--- src/rtl/adcr_pkg.sv ---
package adcr_pkg;
    localparam int BUS_W     = 8;
    localparam int CHAN_W    = 4;
    localparam int SEL_W     = CHAN_W + 1;
    localparam int SIG_BYTES = 4;
    localparam int SIG_W     = SIG_BYTES * BUS_W;

    localparam logic [BUS_W-1:0] A_SEL    = 8'h00;
    localparam logic [BUS_W-1:0] A_RES_LO = 8'h01;
    localparam logic [BUS_W-1:0] A_RES_HI = 8'h02;
    localparam logic [BUS_W-1:0] A_CLEAR  = 8'h03;
    localparam logic [BUS_W-1:0] A_SIG0   = 8'h04;
    localparam logic [BUS_W-1:0] A_UNMAP  = A_SIG0 + BUS_W'(SIG_BYTES);

    typedef struct packed {
        logic              atten;
        logic [CHAN_W-1:0] chan;
    } sel_t;
endpackage

--- src/rtl/adcr_sig_rom.sv ---
module adcr_sig_rom
    import adcr_pkg::*;
#(
    parameter logic [SIG_W-1:0] SIG_VALUE = 32'h5EC7_91A3
) (
    output logic [SIG_BYTES-1:0][BUS_W-1:0] bytes_o
);
    for (genvar g = 0; g < SIG_BYTES; g++) begin : g_byte
        assign bytes_o[g] = SIG_VALUE[g*BUS_W +: BUS_W];
    end
endmodule

--- src/rtl/adcr_seq.sv ---
module adcr_seq #(
    parameter int CONV_CYCLES = 64,
    parameter int RES_W       = 10
) (
    input  logic             clk,
    input  logic             rst_n,
    input  logic             start_i,
    input  logic             clr_i,
    input  logic [RES_W-1:0] sample_i,
    output logic             busy_o,
    output logic             done_o,
    output logic [RES_W-1:0] result_o
);
    localparam int CNT_W = (CONV_CYCLES > 1) ? $clog2(CONV_CYCLES) : 1;
    localparam logic [CNT_W-1:0] CNT_LOAD = CNT_W'(CONV_CYCLES - 1);

    typedef struct packed {
        logic             busy;
        logic [CNT_W-1:0] cnt;
        logic             done;
        logic [RES_W-1:0] res;
    } seq_t;

    seq_t s_d, s_q;

    always_comb begin
        s_d = s_q;
        if (clr_i) begin
            s_d.busy = 1'b0;
            s_d.cnt  = '0;
            s_d.done = 1'b0;
        end else if (start_i) begin
            s_d.busy = 1'b1;
            s_d.cnt  = CNT_LOAD;
            s_d.done = 1'b0;
        end else if (s_q.busy) begin
            if (s_q.cnt == '0) begin
                s_d.busy = 1'b0;
                s_d.done = 1'b1;
                s_d.res  = sample_i;
            end else begin
                s_d.cnt = s_q.cnt - 1'b1;
            end
        end
    end

    always_ff @(posedge clk or negedge rst_n) begin
        if (!rst_n) s_q <= '0;
        else        s_q <= s_d;
    end

    assign busy_o   = s_q.busy;
    assign done_o   = s_q.done;
    assign result_o = s_q.res;
endmodule

--- src/rtl/adcr_regs.sv ---
module adcr_regs
    import adcr_pkg::*;
#(
    parameter int RES_W = 10
) (
    input  logic                            clk,
    input  logic                            rst_n,
    input  logic [BUS_W-1:0]                addr_i,
    input  logic                            wr_i,
    input  logic                            rd_i,
    input  logic [BUS_W-1:0]                wdata_i,
    input  logic                            done_i,
    input  logic [RES_W-1:0]                result_i,
    input  logic [SIG_BYTES-1:0][BUS_W-1:0] sig_i,
    output logic [BUS_W-1:0]                rdata_o,
    output sel_t                            sel_o,
    output logic                            start_o,
    output logic                            clr_o
);
    typedef struct packed {
        sel_t             sel;
        logic             clr;
        logic [BUS_W-1:0] rdata;
    } regs_t;

    regs_t r_d, r_q;
    logic [BUS_W-1:0] rd_mux;
    logic unused_wdata_hi;

    assign unused_wdata_hi = ^wdata_i[BUS_W-1:SEL_W];

    always_comb begin
        rd_mux = '0;
        if (addr_i == A_SEL)    rd_mux = BUS_W'(r_q.sel);
        if (addr_i == A_RES_LO) rd_mux = {result_i[BUS_W-2:0], done_i};
        if (addr_i == A_RES_HI) rd_mux = BUS_W'(result_i >> (BUS_W - 1));
        for (int i = 0; i < SIG_BYTES; i++) begin
            if (addr_i == A_SIG0 + BUS_W'(i)) rd_mux = sig_i[i];
        end
    end

    assign start_o = wr_i && (addr_i == A_SEL) && !r_q.clr;

    always_comb begin
        r_d     = r_q;
        r_d.clr = wr_i && (addr_i == A_CLEAR);
        if (r_q.clr) begin
            r_d.sel = '0;
        end else if (start_o) begin
            r_d.sel = sel_t'(wdata_i[SEL_W-1:0]);
        end
        if (rd_i) r_d.rdata = rd_mux;
    end

    always_ff @(posedge clk or negedge rst_n) begin
        if (!rst_n) r_q <= '0;
        else        r_q <= r_d;
    end

    assign rdata_o = r_q.rdata;
    assign sel_o   = r_q.sel;
    assign clr_o   = r_q.clr;
endmodule

--- src/rtl/adc_regfile_ctrl.sv ---
module adc_regfile_ctrl
    import adcr_pkg::*;
#(
    parameter int               CONV_CYCLES = 64,
    parameter int               RES_W       = 10,
    parameter logic [SIG_W-1:0] SIG_VALUE   = 32'h5EC7_91A3
) (
    input  logic              clk,
    input  logic              rst_n,
    input  logic [7:0]        addr_i,
    input  logic              wr_i,
    input  logic              rd_i,
    input  logic [7:0]        wdata_i,
    output logic [7:0]        rdata_o,
    input  logic [RES_W-1:0]  sample_i,
    output logic [CHAN_W-1:0] chan_o,
    output logic              atten_o
);
    logic                            start_w;
    logic                            clr_w;
    logic                            busy_w;
    logic                            done_w;
    logic [RES_W-1:0]                result_w;
    sel_t                            sel_w;
    logic [SIG_BYTES-1:0][BUS_W-1:0] sig_w;

    adcr_sig_rom #(.SIG_VALUE(SIG_VALUE)) u_sig (
        .bytes_o (sig_w)
    );

    adcr_regs #(.RES_W(RES_W)) u_regs (
        .clk      (clk),
        .rst_n    (rst_n),
        .addr_i   (addr_i),
        .wr_i     (wr_i),
        .rd_i     (rd_i),
        .wdata_i  (wdata_i),
        .done_i   (done_w),
        .result_i (result_w),
        .sig_i    (sig_w),
        .rdata_o  (rdata_o),
        .sel_o    (sel_w),
        .start_o  (start_w),
        .clr_o    (clr_w)
    );

    adcr_seq #(.CONV_CYCLES(CONV_CYCLES), .RES_W(RES_W)) u_seq (
        .clk      (clk),
        .rst_n    (rst_n),
        .start_i  (start_w),
        .clr_i    (clr_w),
        .sample_i (sample_i),
        .busy_o   (busy_w),
        .done_o   (done_w),
        .result_o (result_w)
    );

    assign chan_o  = sel_w.chan;
    assign atten_o = sel_w.atten;
endmodule

--- config.mk ---
export PLATFORM = sky130hd
export DESIGN_NAME = adc_regfile_ctrl
export DESIGN_NICKNAME = d
export VERILOG_FILES = /design/src/rtl/adcr_pkg.sv /design/src/rtl/adcr_sig_rom.sv /design/src/rtl/adcr_seq.sv /design/src/rtl/adcr_regs.sv /design/src/rtl/adc_regfile_ctrl.sv
export SDC_FILE = /design/constraint.sdc
export NUM_CORES = 1
export LEC_CHECK = 0
export BUFFER_PORTS_ARGS = -buffer_cell sky130_fd_sc_hd__buf_2
export CORE_MARGIN = 3
export CORE_UTILIZATION = 50
export DETAILED_ROUTE_END_ITERATION = 8
export PLACE_DENSITY = 0.78
export SETUP_SLACK_MARGIN = 0.1
export SLEW_MARGIN = 15
export SYNTH_ARGS = -nofsm -noshare
export SYNTH_HDL_FRONTEND = slang
export SYNTH_SLANG_ARGS = --single-unit
--- constraint.sdc ---
create_clock -name clk -period 3 [get_ports clk]
set_input_delay 0.6 -clock clk [delete_from_list [all_inputs] [get_ports clk]]
set_output_delay 0.6 -clock clk [all_outputs]
set_load 0.01 [all_outputs]
==> flow_summary.json <==
{
  "status": "finished clean",
  "synth_top_area_frac": 0.493,
  "synth.distinct_cells": 39,
  "placedCellCount": 222,
  "cts_root_buf": "clkbuf_4",
  "worstPathMaxFanout": 4,
  "fill_cells": 268,
  "n_antenna_cell": 0,
  "grtUsageTotal": 0.180,
  "seq_area_sq_um": 801,
  "drv_slew": 0,
  "power.density_nw_per_um2": 720,
  "cts_hold_buffers": 0,
  "routabilityCongestion": 0.887,
  "syn-instance-count": 147,
  "drt-initial-drc-count": 45,
  "final_core_util": 0.618,
  "antenna_found_initial": 0,
  "hold_viol": 0,
  "post_cts_buffers": 0,
  "holdWs_ns": 0.310,
  "die_area_sq_um": 3970,
  "grt_setup_unrepaired": "false",
  "ant_nets": 0,
  "clk_latency_ns": 0.33,
  "routed_wl_um": 3310,
  "path_clk_slew_ns": 0.10,
  "power_frac_comb": 0.285,
  "ir_drop_v": 0.000437,
  "relSlewSlack": 0.486,
  "criticalPathCategory": "flip-flop to flip-flop",
  "synth_nets": 178,
  "syn_avg_cell_area_sq_um": 11.0,
  "netSwitchingPower_uw": 409,
  "layout-drive-gt1-share": 0.344,
  "instances_no_fill": 230,
  "num_rows": 20,
  "synth_top_cell_by_area": "dfrtp_1",
  "synth-edff-count": 0,
  "vias": 1202,
  "yosysMostFrequentCell": "dfrtp_1",
  "cp-start-kind": "flip-flop",
  "coreArea_sq_um": 3080,
  "synth_area_sq_um": 1620,
  "worst_clock_skew_ns": 0.00551,
  "power_leakage_nw": 0.976,
  "fmax_mhz": 491,
  "fin_crit_sh": 0.680,
  "synth-seq-cells": 32,
  "area_growth_pct": 17.1,
  "cts.sink_count": 32,
  "num_io_pins": 43,
  "multi_input_area_sq_um": 726,
  "portBuffers": 39,
  "crit_arrival_ns": 2.29,
  "h-tree-depth": 2,
  "cts_resized": 0,
  "synthTopCellsByCount": "32 x dfrtp_1, 11 x a21oi_1, 10 x inv_1, 10 x mux2_4",
  "pre_cts_ws_ns": 0.619,
  "dr.pass1.iters": 4,
  "final.min_clock_period_ns": 2.04,
  "cap_violations": 0,
  "tightest_slew_ns": 0.761,
  "async_flop_share": 1.00,
  "start_util": 0.528,
  "setup_violations": 0,
  "dp_hpwl_um": 2470,
  "tns_ns": 0,
  "grt_max_degree": 33,
  "worst_setup_path_end_kind": "flip-flop",
  "fin_nets": 216,
  "via_per_inst": 5.23,
  "power_switching_share": 0.298,
  "cts_tree": "built",
  "ys_warn_count": 0,
  "gr-total-overflow": 0,
  "layout_setup_ws_ns": 0.961,
  "wire_per_inst_um": 14.4,
  "clkPwrFrac": 0.235,
  "numCtsBuffers": 5,
  "synth_seq_area_share": 0.493,
  "p_int_uw": 961,
  "worstHoldPathType": "primary input to asynchronous set/reset pin",
  "grt_pass1_vias": 1184,
  "fp.dieH_um": 63.0,
  "cp.required_ns": 3.25,
  "synth_area_leaders": "dfrtp_1 49%, mux2_4 9.2%, mux2i_1 5.5%",
  "dieWidth_um": 63.0,
  "drc_errors": 0,
  "grt_pass1_wl_um": 5600,
  "synth_ff_type": "dfrtp_1",
  "power_frac_seq": 0.481,
  "clockBufferDepth": 2
}
==> critical path, cell delays in order (launching register included) <==
cell and delay [ns]:
dfrtp_1 0.41, inv_1 0.07, ha_1 0.17, nand2b_1 0.10, o41ai_1 0.64, mux2_2 0.41
a21oi_1 0.15
==> power groups by stage <==
stage | combinational [mW] | sequential (mW) | clock, mW
final | 0.390 | 0.659 | 0.321
after global routing | 0.437 | 0.677 | 0.352
after CTS | 0.394 | 0.659 | 0.331
after detailed placement | 0.393 | 0.667 | 0
after global placement | 0.368 | 0.657 | 0
after floorplan | 0.318 | 0.638 | 0
==> cell type report <==
type | count | area share
clock buffer | 5 | 0.0197
clock inverter | 3 | 0.0224
inverter | 10 | 0.0197
multi-input combinational | 96 | 0.382
sequential | 32 | 0.421
tap | 44 | 0.0289
timing repair buffer | 40 | 0.107
==> metal layers <==
layer | wire [um] | up-vias | GRT usage
li1 | - | 598 | -
met1 | 1480 | 569 | 0.234
met2 | 1600 | 33 | 0.282
met3 | 213 | 2 | 0.0701
met4 | 15 | 0 | 0.0413
met5 | 0 | - | 0
==> metrics by stage <==
step                power, mW  instance area (sq um)
CTS                      1.38                   1900
global route             1.47                   1900
detailed placement       1.06                   1820
finish                   1.37                   1900
global placement         1.02                   1820
floorplan               0.955                   1620
==> registers in the layout, summed over array words and instances, names as in the netlist <==
register	flops
u_seq.result_o	10
u_regs.sel_o	5
u_seq.busy_o	1
u_seq.done_o	1
u_regs.clr_o	1
u_regs.rdata_o	8
u_seq.s_q	6
==> kinds of logic after synthesis <==
| family | Yosys count | synth area share |
|---|---|---|
| buffers and inverters | 19 | 0.0601 |
| DFF | 32 | 0.493 |
| AOI/OAI and AO/OA | 32 | 0.123 |
| adders and majority gates | 1 | 0.00770 |
| and+or+nand+nor | 42 | 0.154 |
| muxes | 21 | 0.162 |
==> cells in the final DEF, fill, tap and decap left out <==
| master | n |
|---|---|
| nand2b_1 | 1 |
| mux2_4 | 10 |
| mux2_2 | 2 |
| or3b_1 | 1 |
| o221a_2 | 1 |
| a31oi_1 | 2 |
| nor3b_1 | 1 |
| or4_4 | 1 |
| nor4b_1 | 1 |
| o2111ai_1 | 1 |
| nor4_1 | 1 |
| a21oi_1 | 11 |
| and4b_1 | 1 |
| nor2_1 | 8 |
| o22ai_1 | 4 |
| or3_1 | 1 |
| nor2b_1 | 9 |
| o41ai_1 | 1 |
| nand4b_4 | 1 |
| bufinv_16 | 1 |
| or4b_1 | 1 |
| a2bb2oi_1 | 1 |
| clkinv_2 | 1 |
| o21a_1 | 1 |
| a22oi_1 | 1 |
| buf_4 | 1 |
| inv_1 | 10 |
| o21ai_0 | 6 |
| clkbuf_4 | 5 |
| dfrtp_1 | 32 |
| ha_1 | 1 |
| o31a_1 | 1 |
| a31o_2 | 1 |
| buf_2 | 39 |
| a211oi_1 | 1 |
| nand2_1 | 9 |
| clkinvlp_4 | 1 |
| mux2i_1 | 9 |
| nand4_1 | 1 |
| nor3_1 | 5 |
==> path summary, 6_finish.rpt <==
check	startpoint	to	slack [ns]	depth (start not counted)
max	u_seq.s_q[11]	u_seq.s_q[12]	0.96	6
min	rst_n	u_regs.rdata_o[7]	0.31	1
max reg2reg	u_seq.s_q[11]	u_seq.s_q[12]	0.96	6
min reg2reg	u_regs.rdata_o[5]	u_regs.rdata_o[5]	0.51	1
max in group asynchronous	rst_n	u_seq.result_o[4]	2.24	1
min in group clk	sample_i[3]	u_seq.result_o[3]	0.50	2
Note: power is estimated with default switching activity, not from simulation.
